`src/rtl/busctl_pkg.sv`:
```
package busctl_pkg;
  localparam int NPROC          = 3;
  localparam int IDX_WRITER     = 0;
  localparam int IDX_RDY_READER = 1;
  localparam int IDX_FREE_READER = 2;
  typedef logic [NPROC-1:0] pvec_t;
endpackage

```
`src/rtl/busctl_slot.sv`:
```
// Per-process run state: armed on start, retired on its grant, pulses done once.
module busctl_slot (
  input  logic clk,
  input  logic rst_n,
  input  logic start,
  input  logic granted,
  output logic pending,
  output logic done
);
  always_ff @(posedge clk or negedge rst_n) begin
    if (!rst_n) begin
      pending <= 1'b0;
      done    <= 1'b0;
    end else if (start) begin
      pending <= 1'b1;
      done    <= 1'b0;
    end else begin
      if (granted) pending <= 1'b0;
      done <= granted;
    end
  end
endmodule

```
`src/rtl/busctl_phase.sv`:
```
// Counts run cycles up to the initialisation length of process two.
module busctl_phase #(
  parameter int INIT_CYCLES = 1
) (
  input  logic clk,
  input  logic rst_n,
  input  logic start,
  output logic init_over
);
  localparam int CW = (INIT_CYCLES < 1) ? 1 : $clog2(INIT_CYCLES + 1);
  localparam logic [CW-1:0] LIMIT = CW'(INIT_CYCLES);

  logic [CW-1:0] age_q;

  always_ff @(posedge clk or negedge rst_n) begin
    if (!rst_n)             age_q <= LIMIT;
    else if (start)         age_q <= '0;
    else if (age_q != LIMIT) age_q <= age_q + 1'b1;
  end

  assign init_over = (age_q == LIMIT);
endmodule

```
`src/rtl/busctl_claims.sv`:
```
// Which armed processes want the bus in the current cycle.
module busctl_claims
  import busctl_pkg::*;
(
  input  pvec_t pending,
  input  logic  init_over,
  input  logic  xfer_ready,
  output pvec_t claim
);
  always_comb begin
    claim = '0;
    claim[IDX_WRITER]      = pending[IDX_WRITER];
    claim[IDX_RDY_READER]  = pending[IDX_RDY_READER] & init_over & xfer_ready;
    claim[IDX_FREE_READER] = pending[IDX_FREE_READER];
  end
endmodule

```
`src/rtl/busctl_arb.sv`:
```
// Fixed-priority single grant: lower index wins; a hold blocks everyone.
module busctl_arb #(
  parameter int N = 3
) (
  input  logic [N-1:0] claim,
  input  logic         hold,
  output logic [N-1:0] grant
);
  logic [N:0] taken;

  assign taken[0] = hold;

  for (genvar i = 0; i < N; i++) begin : g_chain
    assign grant[i]   = claim[i] & ~taken[i];
    assign taken[i+1] = taken[i] | claim[i];
  end
endmodule

```
`src/rtl/busctl_top.sv`:
```
module busctl_top
  import busctl_pkg::*;
#(
  parameter int P2_INIT_CYCLES = 1
) (
  input  logic             clk,
  input  logic             rst_n,
  input  logic             start,
  input  logic             xfer_ready,
  output logic [NPROC-1:0] grant,
  output logic [NPROC-1:0] done
);
  pvec_t pending;
  pvec_t claim;
  logic  init_over;

  for (genvar p = 0; p < NPROC; p++) begin : g_slot
    busctl_slot u_slot (
      .clk     (clk),
      .rst_n   (rst_n),
      .start   (start),
      .granted (grant[p]),
      .pending (pending[p]),
      .done    (done[p])
    );
  end

  busctl_phase #(.INIT_CYCLES(P2_INIT_CYCLES)) u_phase (
    .clk       (clk),
    .rst_n     (rst_n),
    .start     (start),
    .init_over (init_over)
  );

  busctl_claims u_claims (
    .pending    (pending),
    .init_over  (init_over),
    .xfer_ready (xfer_ready),
    .claim      (claim)
  );

  busctl_arb #(.N(NPROC)) u_arb (
    .claim (claim),
    .hold  (start),
    .grant (grant)
  );
endmodule

```
`config.mk`:
```
export PLATFORM = sky130hd
export DESIGN_NAME = busctl_top
export DESIGN_NICKNAME = d
export VERILOG_FILES = /design/src/rtl/busctl_pkg.sv /design/src/rtl/busctl_slot.sv /design/src/rtl/busctl_phase.sv /design/src/rtl/busctl_claims.sv /design/src/rtl/busctl_arb.sv /design/src/rtl/busctl_top.sv
export SDC_FILE = /design/constraint.sdc
export NUM_CORES = 1
export LEC_CHECK = 0
export ABC_CLOCK_PERIOD_IN_PS = 2400
export BUFFER_PORTS_ARGS = -buffer_cell sky130_fd_sc_hd__buf_2
export CAP_MARGIN = 10
export CORE_AREA = 2 2 39 41
export CTS_CLUSTER_SIZE = 25
export DETAILED_ROUTE_END_ITERATION = 8
export DIE_AREA = 0 0 41 43
export REMOVE_ABC_BUFFERS = 1
export SETUP_SLACK_MARGIN = 0.4
export SLEW_MARGIN = 20
export SYNTH_ARGS = -nofsm -noshare
export SYNTH_HDL_FRONTEND = slang
export SYNTH_SLANG_ARGS = --single-unit
```
`constraint.sdc`:
```
create_clock -name clk -period 2.4 [get_ports clk]
set_clock_uncertainty 0.1 [all_clocks]
set_input_delay 0.48 -clock clk [delete_from_list [all_inputs] [get_ports clk]]
set_output_delay 0.48 -clock clk [all_outputs]
set_load 0.005 [all_outputs]
```
=== Word level (Yosys, flattened, before mapping) ===
Index checks and enable logic that the tools add are counted.

* Flip-flop bits (word level): 7
* Bits of input ports: 4
* Output and inout bits: 6
* Logic and storage cells: 32

* Add/sub/neg operators: 1
* Muxes and demuxes: 11
* Bitwise logic cells: 10
* Reductions and logical operators: 3

{| class="wikitable"
|+ Operators by type and width
! kind !! count
|-
| 2-to-1 mux 1 bit || 11
|-
| nonzero test 2 bit || 3
|-
| AND 1 bit || 5
|-
| NOT 1 bit || 3
|-
| bitwise OR 1 bit || 2
|-
| adder 1 bit, second input constant || 1
|}

=== Logic depth before layout (Yosys ltp) ===
Gate-level depths: netlist of run 1.

* Depth in word-level cells: 7
* Gate-level depth with buffers: 3
* Depth with buffers taken out: 2

=== Modules after synthesis ===
A second synthesis of run 1 with hierarchy kept.

* Cell total of the unflattened synthesis: 23
* Area total of the unflattened synthesis: 275.3 µm²

{| class="wikitable"
|+ By module, submodules not included
! module !! instances !! cells each !! area an instance (µm²) !! sequential area each (µm²)
|-
| busctl_slot || 3 || 5 || 65.1 || 50.0
|-
| busctl_phase || 1 || 2 || 30.0 || 26.3
|-
| busctl_arb || 1 || 3 || 28.8 || 0.0
|-
| busctl_claims || 1 || 3 || 21.3 || 0.0
|}

=== Least setup slack after synthesis of run 1 ===
No wires, ideal clock.

* Path type: register -> output
* Start point: register u_phase.age_q, in the netlist u_phase.init_over
* End point: output port grant[2]
* Arrival time: 917 ps
* Required time: 1820 ps
* Slack: 903 ps
* Cell stages (with the launch flop): 4
* Path buffers: 1
* Cell sequence: dfstp_2 nand3_1 and3_1 buf_4

* Cells in the longest elaborated chain, start to end: 5

{| class="wikitable"
|+ Ends and longest elaborated chain
! element !! RTL line !! source
|-
| start, declared || busctl_phase.sv:13 || <nowiki>logic [CW-1:0] age_q;</nowiki>
|-
| start signal, assigned || busctl_phase.sv:18 || <nowiki>else if (age_q != LIMIT) age_q <= age_q + 1'b1;</nowiki>
|-
| AND 1 bit (2 in series) || busctl_claims.sv:13 || <nowiki>claim[IDX_RDY_READER] = pending[IDX_RDY_READER] & init_over & xfer_ready;</nowiki>
|-
| bitwise OR 1 bit || busctl_arb.sv:15 || <nowiki>assign taken[i+1] = taken[i] | claim[i];</nowiki>
|-
| NOT 1 bit || busctl_arb.sv:14 || <nowiki>assign grant[i] = claim[i] & ~taken[i];</nowiki>
|-
| AND 1 bit || busctl_arb.sv:14 ||
|-
| end, declared || busctl_top.sv:10 || <nowiki>output logic [NPROC-1:0] grant,</nowiki>
|}

No other way between the ends.

=== Worst setup path after layout of run 1 ===
Ends and elaborated chain as after synthesis.

==> metrics.txt, run 1 <==
share of cells above drive strength 1 44.12%; Seq cells post-synth 7; remaining routing DRC violations 0; ANT cells 0; clk slew on worst S/H paths 50 ps; first-pass GRT wire length 793 um; Hold Vio Cnt, Final 0; CP Launch Type flip-flop; CTS sink cnt 7; Final Max Slew Viols 0; initial core utilization 21.43%; Reg power frac about half; Worst Hold Class in2reg; status complete, no violations; Buf+Inv Stages, Crit Path 1; max cap viols 0; Leak 0.1835 nW; HPWL after detailed placement 323.5 um; WL per Instance 9.280 um; Sw Ratio 22.57%; Synth Cell Area 296.5 um^2; die area 1763 um^2; Syn Area/Cell between 10 and 15 um^2; routed vias 187; Design Power between 200 and 300 uW; met2 wire len about 240 um; Int Pwr roughly 200 uW; crit path DAT 1220 ps; worst-skew pair later-pin latency 250 ps; routability cong. 0.6910; Rel. slew slack around nine tenths; # resized after CTS 0; Max Used Layer met3; fillcell total 152; maximum clock rate 0.5556 GHz; most common cell after layout, fill and taps aside buf_2; core box area 1384 um^2; critical path required time approximately 1800 ps; NetSw 57.81 uW; Syn-to-layout area delta 17.72%; total global-route track usage 7.482%; Gate power share 7.9%; die height 43 um; drt first-iter violations 0; most frequent cells in the layout 9 x buf_2, 6 x dfrtp_1, 3 x clkbuf_4; Final nets 39; First-pass DRT Iterations 1; Slew @ Worst Pin ~160 ps; hold path cells 1; Final min period 1800 ps; post-layout util 25.23%; final setup violating endpoints 0; kind of critical path reg2out; Clock Path Buffers 2; number of antenna violations at the first check in global routing 0; H-Tree Depth 1; Setup TNS Final 0 ps; routed wl met3 43 um; largest net degree at the start of global routing 8; slowest CP cell dfstp_2; synth unique cells 13; vias in the first global route roughly 190; FF-to-FF path depth 2; total gr overflow 0; Mapped Cells 27; period utilization 75.00%; final non-filler cell total 50; Max FO, Critical Path 4; PortBufs 9; Vias/cell 3.740; Inst Count DP 45; critical path capture point type output pin; Levels on crit path 3; Final ANT Viol Nets 0; clock root cell clkbuf_4; Top Ports 10; worst path cell trace nand3_1 > and3_1 > buf_2; CP max stage delay 540 ps; Seq/Total Area, Yosys about three fifths; Max VDD drop 0.1660 mV; Yosys Warn Count 0; delay-heaviest family, CP flip-flops; power density over the cells 733.6 nW/um^2; Clock Power Share a little over two fifths; wire length on met1 180 um; CTS tree done; Die W 41 um; total CTS buffers 3; Detailed Route WL 464 um; # rows 14; worst hold slack 325.6 ps; RSZ-0062 raised after global routing no
==> final cells by class <==
type | instances | area, um^2 | share of cell area [%]
clock buffers | 4 | 26.28 | 7.527
inverters | 2 | 7.507 | 2.151
multi-input cells | 11 | 63.81 | 18.28
flip-flops and latches | 7 | 176.4 | 50.54
well taps | 16 | 20.02 | 5.735
repair buffers | 10 | 55.05 | 15.77
==> registers in the layout (all words and copies together), names as in the netlist <==
name                   flops
g_slot.u_slot.pending      3
u_phase.init_over          1
g_slot.u_slot.done         3
==> power groups by stage <==
stage                     sequential (mW)  clock (mW)  combinational, mW
after floorplan                     0.130           0            0.00757
after global placement              0.130           0             0.0192
after detailed placement            0.131           0             0.0195
after CTS                           0.129       0.114             0.0209
after global routing                0.130       0.119             0.0241
final                               0.129       0.107             0.0203
==> per-stage QoR <==
| step | setup WS [ps] | cell area, um^2 |
|---|---|---|
| floorplan | 1013 | 247.7 |
| global placement | 797.2 | 312.8 |
| detailed placement | 794.0 | 312.8 |
| CTS | 578.8 | 349.1 |
| global route | 467.1 | 349.1 |
| finish | 600.1 | 349.1 |
==> logic make-up (layout without fill, tap and decap cells) <==
| group | after synthesis | count (layout) | synth area share (%) |
|---|---|---|---|
| and+or+nand+nor | 8 | 8 | 15.61 |
| buffers and inverters | 9 | 16 | 18.99 |
| AOI/OAI and AO/OA | 3 | 3 | 5.905 |
| DFF | 7 | 7 | 59.49 |
==> routing by layer <==
| layer | vias to the layer above | GRT usage [%] |
|---|---|---|
| met5 | - | 0 |
| met4 | 0 | 6.000 |
| met3 | 0 | 5.236 |
| met2 | 6 | 9.375 |
| met1 | 84 | 8.224 |
| li1 | 97 | - |
==> synthesized netlist by cell type <==
cell type  n  area share [%]
buf_4      6              15
dfrtp_1    6              51
a31oi_1    2             4.2
and3_1     2             4.2
inv_1      2             2.5
nor3_1     2             3.4
and2b_2    1             3.0
clkbuf_1   1             1.3
dfstp_2    1             8.9
nand3_1    1             1.7
nor2_1     1             1.3
nor2_2     1             2.1
o21ai_0    1             1.7
==> repair_timing <==
| action | 4_1_cts | 5_1_grt |
|---|---|---|
| setup buffers | 0 | 0 |
| hold buffers | 1 | 0 |
| hold endpoints to repair | 6 | 0 |
==> final timing paths <==
check                                                           from                                    to  slack [ps]
worst max-delay path                     u_phase.init_over$_DFF_PN1_                              grant[2]         600
worst min-delay path                                           start  g_slot[0].u_slot.pending$_DFFE_PN0P_         330
worst max register to register           u_phase.init_over$_DFF_PN1_       g_slot[2].u_slot.done$_DFF_PN0_        1340
worst min register to register  g_slot[0].u_slot.pending$_DFFE_PN0P_       g_slot[1].u_slot.done$_DFF_PN0_         420
max in group asynchronous                                      rst_n           u_phase.init_over$_DFF_PN1_        1490
min in group asynchronous                                      rst_n       g_slot[2].u_slot.done$_DFF_PN0_         490
Power figures use the tool's default switching activity.
==> inputs of run 2 (changes only) <==
--- a/config.mk
+++ b/config.mk
@@ -5,7 +5,7 @@
 export SDC_FILE = /design/constraint.sdc
 export NUM_CORES = 1
 export LEC_CHECK = 0
-export ABC_CLOCK_PERIOD_IN_PS = 2400
+export ABC_CLOCK_PERIOD_IN_PS = 1550
 export BUFFER_PORTS_ARGS = -buffer_cell sky130_fd_sc_hd__buf_2
 export CAP_MARGIN = 10
 export CORE_AREA = 2 2 39 41
==> constraint.sdc (replaced) <==
create_clock -name clk -period 1.55 [get_ports clk]
set_clock_uncertainty 0.1 [all_clocks]
set_input_delay 0.31 -clock clk [delete_from_list [all_inputs] [get_ports clk]]
set_output_delay 0.31 -clock clk [all_outputs]
set_load 0.005 [all_outputs]
==> run 2 against run 1 <==
  * The run now ends with negative setup slack left
  * Utilization up 3.8 points
  * First-iteration DRC count up 9
  * Sequential share of layout area down 6.6 points
  * Cell count up 10%
  * Hold slack worse by 160 ps
  * Flip-flop and latch count unchanged
  * Clock power up 59%
  * Via count up 19%
  * Clock-buffer cell count unchanged
==> metrics.txt, run 2 (same netlist as run 1, synthesis figures left out) <==
Vias/cell 4.055; Final ANT Viol Nets 0; total gr overflow 0; most common cell after layout, fill and taps aside buf_2; Setup TNS Final -17.82 ps; # rows 14; CTS sink cnt 7; clock root cell clkbuf_4; Slew @ Worst Pin 160.2 ps; FF-to-FF path depth 3; delay-heaviest family, CP flip-flops; First-pass DRT Iterations 4; CP max stage delay 540 ps; total global-route track usage 8.384%; total CTS buffers 3; worst-skew pair later-pin latency 250 ps; period utilization 101.1%; RSZ-0062 raised after global routing yes; largest net degree at the start of global routing 8; Hold Vio Cnt, Final 0; worst r2r src u_phase.init_over$_DFF_PN1_; first-pass GRT wire length 876 um; remaining routing DRC violations 0; failing checks negative setup slack; critical path capture point type output pin; final setup violating endpoints 1; clk slew on worst S/H paths 60 ps; r2r endpoint g_slot[2].u_slot.done$_DFF_PN0_; H-Tree Depth 1; most frequent cells in the layout 9 x buf_2, 6 x dfrtp_1, 5 x buf_4; crit path DAT 1160 ps; Max VDD drop between 0.2 and 0.3 mV; pre-CTS WS 183.2 ps; number of antenna violations at the first check in global routing 0; Clock Path Buffers 2; HPWL after detailed placement 360 um; routability cong. 0.6755; Hold Path Sink g_slot[0].u_slot.pending$_DFFE_PN0P_; share of cells above drive strength 1 58.97%; worst path cell trace nand3_2 > and3_1 > buf_2; Final nets 44; Max FO, Critical Path 3; Final Max Slew Viols 0; Leak 0.2119 nW; slowest CP cell dfstp_2; critical path required time ~1100 ps; fillcell total 148; initial core utilization 21.43%; hold_sp start; Detailed Route WL 578 um; Rel. slew slack roughly nine tenths; Die W 41 um; Buf+Inv Stages, Crit Path 1; vias in the first global route 192; final worst slack -17.82 ps; Top Ports 10; WL per Instance 10.51 um; reg2reg setup slack 400 ps; die height 43 um; PortBufs 9; kind of critical path reg2out; hold path cells 1; ANT cells 0; Final min period roughly 1600 ps; status finished, violations left; CTS tree done; maximum clock rate 0.6378 GHz; core box area 1384 um^2; CP Launch Type flip-flop; routed vias 223; Syn-to-layout area delta 35.44%; Worst Hold Class in2reg; die area about 1800 um^2; drt first-iter violations 9; power density over the cells 1033 nW/um^2; max cap viols 0
[run 2: worst max path at each step]
stage / from / to / slack, ps / depth (start not counted)
after detailed placement: u_phase.init_over$_DFF_PN1_ / grant[1] / 180 / 3
after global placement: u_phase.init_over$_DFF_PN1_ / grant[1] / 190 / 3
final: u_phase.init_over$_DFF_PN1_ / grant[2] / -20 / 3
after floorplan: u_phase.init_over$_DFF_PN1_ / grant[2] / 330 / 2
after CTS: u_phase.init_over$_DFF_PN1_ / grant[2] / -20 / 3
after global routing: u_phase.init_over$_DFF_PN1_ / grant[1] / -80 / 3
[run 2: repair_timing]
item | 4_1_cts | 5_1_grt
setup endpoints to repair | 4 | 8
hold buffers | 1 | 0
gates resized for setup | 2 | 1
pin swaps | 1 | 0
setup buffers | 4 | 1
hold endpoints to repair | 7 | 0
[run 2: area by class of cell]
class / count / area, um^2 / area share (%)
Timing Repair Buffer: 15 / 92.59 / 23.05
Clock buffer: 4 / 26.28 / 6.542
Tap cell: 16 / 20.02 / 4.984
Multi-Input combinational cell: 11 / 78.83 / 19.63
Inverter: 2 / 7.507 / 1.869
Sequential cell: 7 / 176.4 / 43.93
[run 2: routing by layer]
layer	part of all wire, %	routed length (um)	GRT usage [%]	up-vias
met1	36	208	9.508	102
met3	10	60	6.283	0
li1	-	-	-	106
met4	0	0	6.000	0
met5	0	0	0	-
met2	54	310	10.31	15
[run 2: metrics by stage]
stage / hold WS [ps] / instances / total power, mW / area, um^2 / util [%]
floorplan: -85.59 / 20 / 0.2137 / 247.7 / -
global placement: 46.33 / 45 / 0.2316 / 312.8 / 22.60
detailed placement: 51.82 / 45 / 0.2332 / 312.8 / 22.60
CTS: 154.0 / 54 / 0.4162 / 389.1 / 28.12
global route: 164.6 / 55 / 0.4419 / 401.6 / 29.02
finish: 166.6 / 55 / 0.4151 / 401.6 / 29.02
[run 2: power by group]
group / internal [mW] / switching (mW)
clock network: 0.0985 / 0.0715
registers: 0.193 / 0.00616
logic: 0.0239 / 0.0214
[run 2: worst reg2reg max path: cells and delay by family, from the launching register on]
kind | cells | cell delay (ps)
flops | 1 | 540
simple gates | 2 | 250
buf+inv | 1 | 150
==> inputs of run 3 (changes only) <==
--- a/config.mk
+++ b/config.mk
@@ -12,6 +12,7 @@
 export CTS_CLUSTER_SIZE = 25
 export DETAILED_ROUTE_END_ITERATION = 8
 export DIE_AREA = 0 0 41 43
+export PLACE_DENSITY_LB_ADDON = 0.12
 export REMOVE_ABC_BUFFERS = 1
 export SETUP_SLACK_MARGIN = 0.4
 export SLEW_MARGIN = 20
==> run 3 against run 2 <==
  * The run still ends with negative setup slack left
  * Clock power fell by 5%
  * Die area did not move
  * Via count fell by 3.1%
  * Sequential power barely moved
  * Global-route usage fell by 0.49 points
  * Largest cell class unchanged
==> metrics.txt, run 3 (same netlist as run 1, synthesis figures left out) <==
CTS sink cnt 7; Rel. slew slack a little under 90%; die height 43 um; failing checks negative setup slack; die area 1763 um^2; first-pass GRT wire length roughly 820 um; Vias/cell about 4.1; Gate power share 11.0%; Syn-to-layout area delta 35.44%; NetSw 90.96 uW; drt first-iter violations 2; Clock Power Share 39.6%; Worst Hold Class in2reg; Die W 41 um; H-Tree Depth 1; worst path cell trace nand3_4 > and3_4 > buf_6; post-layout util 29.02%; CP Launch Type flip-flop; slowest CP cell dfstp_2; Top Ports 10; power density over the cells a little over 1000 nW/um^2; Leak roughly 0.2 nW; Slew @ Worst Pin between 150 and 200 ps; largest net degree at the start of global routing 8; Setup TNS Final -12.98 ps; RSZ-0062 raised after global routing yes; total CTS buffers 3; remaining routing DRC violations 0; core box area 1384 um^2; status finished, violations left; critical path capture point type output pin; clk slew on worst S/H paths 50 ps; Final nets 42; Detailed Route WL 523 um; most common cell after layout, fill and taps aside buf_2; total gr overflow 0; Reg power frac slightly below 50%; Max FO, Critical Path 3; Design Power 407.5 uW; # rows 14; Max VDD drop 0.3525 mV; Int Pwr between 300 and 400 uW; Final Max Slew Viols 0; Hold Vio Cnt, Final 0; crit path DAT 1150 ps; routability cong. 0.7740; final setup violating endpoints 1; routed vias 216; pre-CTS WS 188.8 ps; share of cells above drive strength 1 59.46%; First-pass DRT Iterations 4; most frequent cells in the layout 8 x buf_2, 5 x dfrtp_1, 3 x clkbuf_4, 3 x buf_4; critical path required time 1140 ps; Final min period roughly 1600 ps; kind of critical path reg2out; CP max stage delay 550 ps; worst-skew pair later-pin latency 250 ps; period utilization 100.8%; Sw Ratio 22.32%; CTS tree done; vias in the first global route 213; initial core utilization 21.43%; number of antenna violations at the first check in global routing 0; total global-route track usage 7.895%; Buf+Inv Stages, Crit Path 1; Final ANT Viol Nets 0; Clock Path Buffers 2; maximum clock rate around 0.64 GHz; PortBufs 9; clock root cell clkbuf_4; delay-heaviest family, CP flip-flops; max cap viols 0; WL per Instance between 9 and 10 um; final worst slack -12.98 ps; ANT cells 0
[run 3: path summary, 6_finish.rpt]
check / cells past startpoint / from / slack, ps / to
setup / recovery: 3 / u_phase.init_over$_DFF_PN1_ / -10 / grant[2]
max in group asynchronous: 2 / rst_n / 800 / u_phase.init_over$_DFF_PN1_
hold reg to reg: 1 / g_slot[0].u_slot.pending$_DFFE_PN0P_ / 400 / g_slot[1].u_slot.done$_DFF_PN0_
hold / removal: 1 / start / 160 / g_slot[0].u_slot.pending$_DFFE_PN0P_
min in group asynchronous: 2 / rst_n / 320 / g_slot[1].u_slot.pending$_DFFE_PN0P_
setup reg to reg: 4 / u_phase.init_over$_DFF_PN1_ / 290 / g_slot[2].u_slot.done$_DFF_PN0_
[run 3: power by group through the flow]
stage          combinational [mW]  clock (mW)  sequential (mW)
6_report                   0.0446       0.161            0.201
5_1_grt                    0.0496       0.184            0.202
4_1_cts                    0.0384       0.169            0.200
3_5_place_dp               0.0306           0            0.202
3_3_place_gp               0.0307           0            0.202
2_1_floorplan              0.0117           0            0.202
[run 3: cell type report]
class	instances	area (um^2)
Clock buffer	4	26.28
Tap cell	16	20.02
Inverter	2	7.507
Timing Repair Buffer	13	83.83
Sequential cell	7	177.7
Fill cell	154	982.2
Multi-Input combinational cell	11	86.33
[run 3: timing repair]
item                                    CTS  global route
hold buffers                              1             0
endpoints found under the setup margin    3             6
setup buffers                             2             1
resized for setup                         2             4
gates cloned                              0             0
pin swaps                                 1             0
hold endpoints to repair                  7             0
[run 3: metal layers]
metal  global-route usage (%)  share of wire, %  up-vias
met1                    7.261                38      101
met5                        0                 0        -
met3                    4.712               8.8        2
met4                    8.000               1.5        0
met2                    10.94                51        8
li1                         -                 -      105
[run 3: worst register-to-register path: stages, from the launching register on]
cell     delay [ps]
dfstp_2         550
nand3_4          90
buf_4           140
buf_4           120
and3_1          150
[run 3: metrics by stage]
stage	hold slack, ps	area [um^2]	cells
3_3_place_gp	52.11	312.8	45
5_1_grt	154.8	401.6	53
4_1_cts	167.3	374.1	52
3_5_place_dp	49.85	312.8	45
6_report	164.9	401.6	53
2_1_floorplan	-85.59	247.7	20
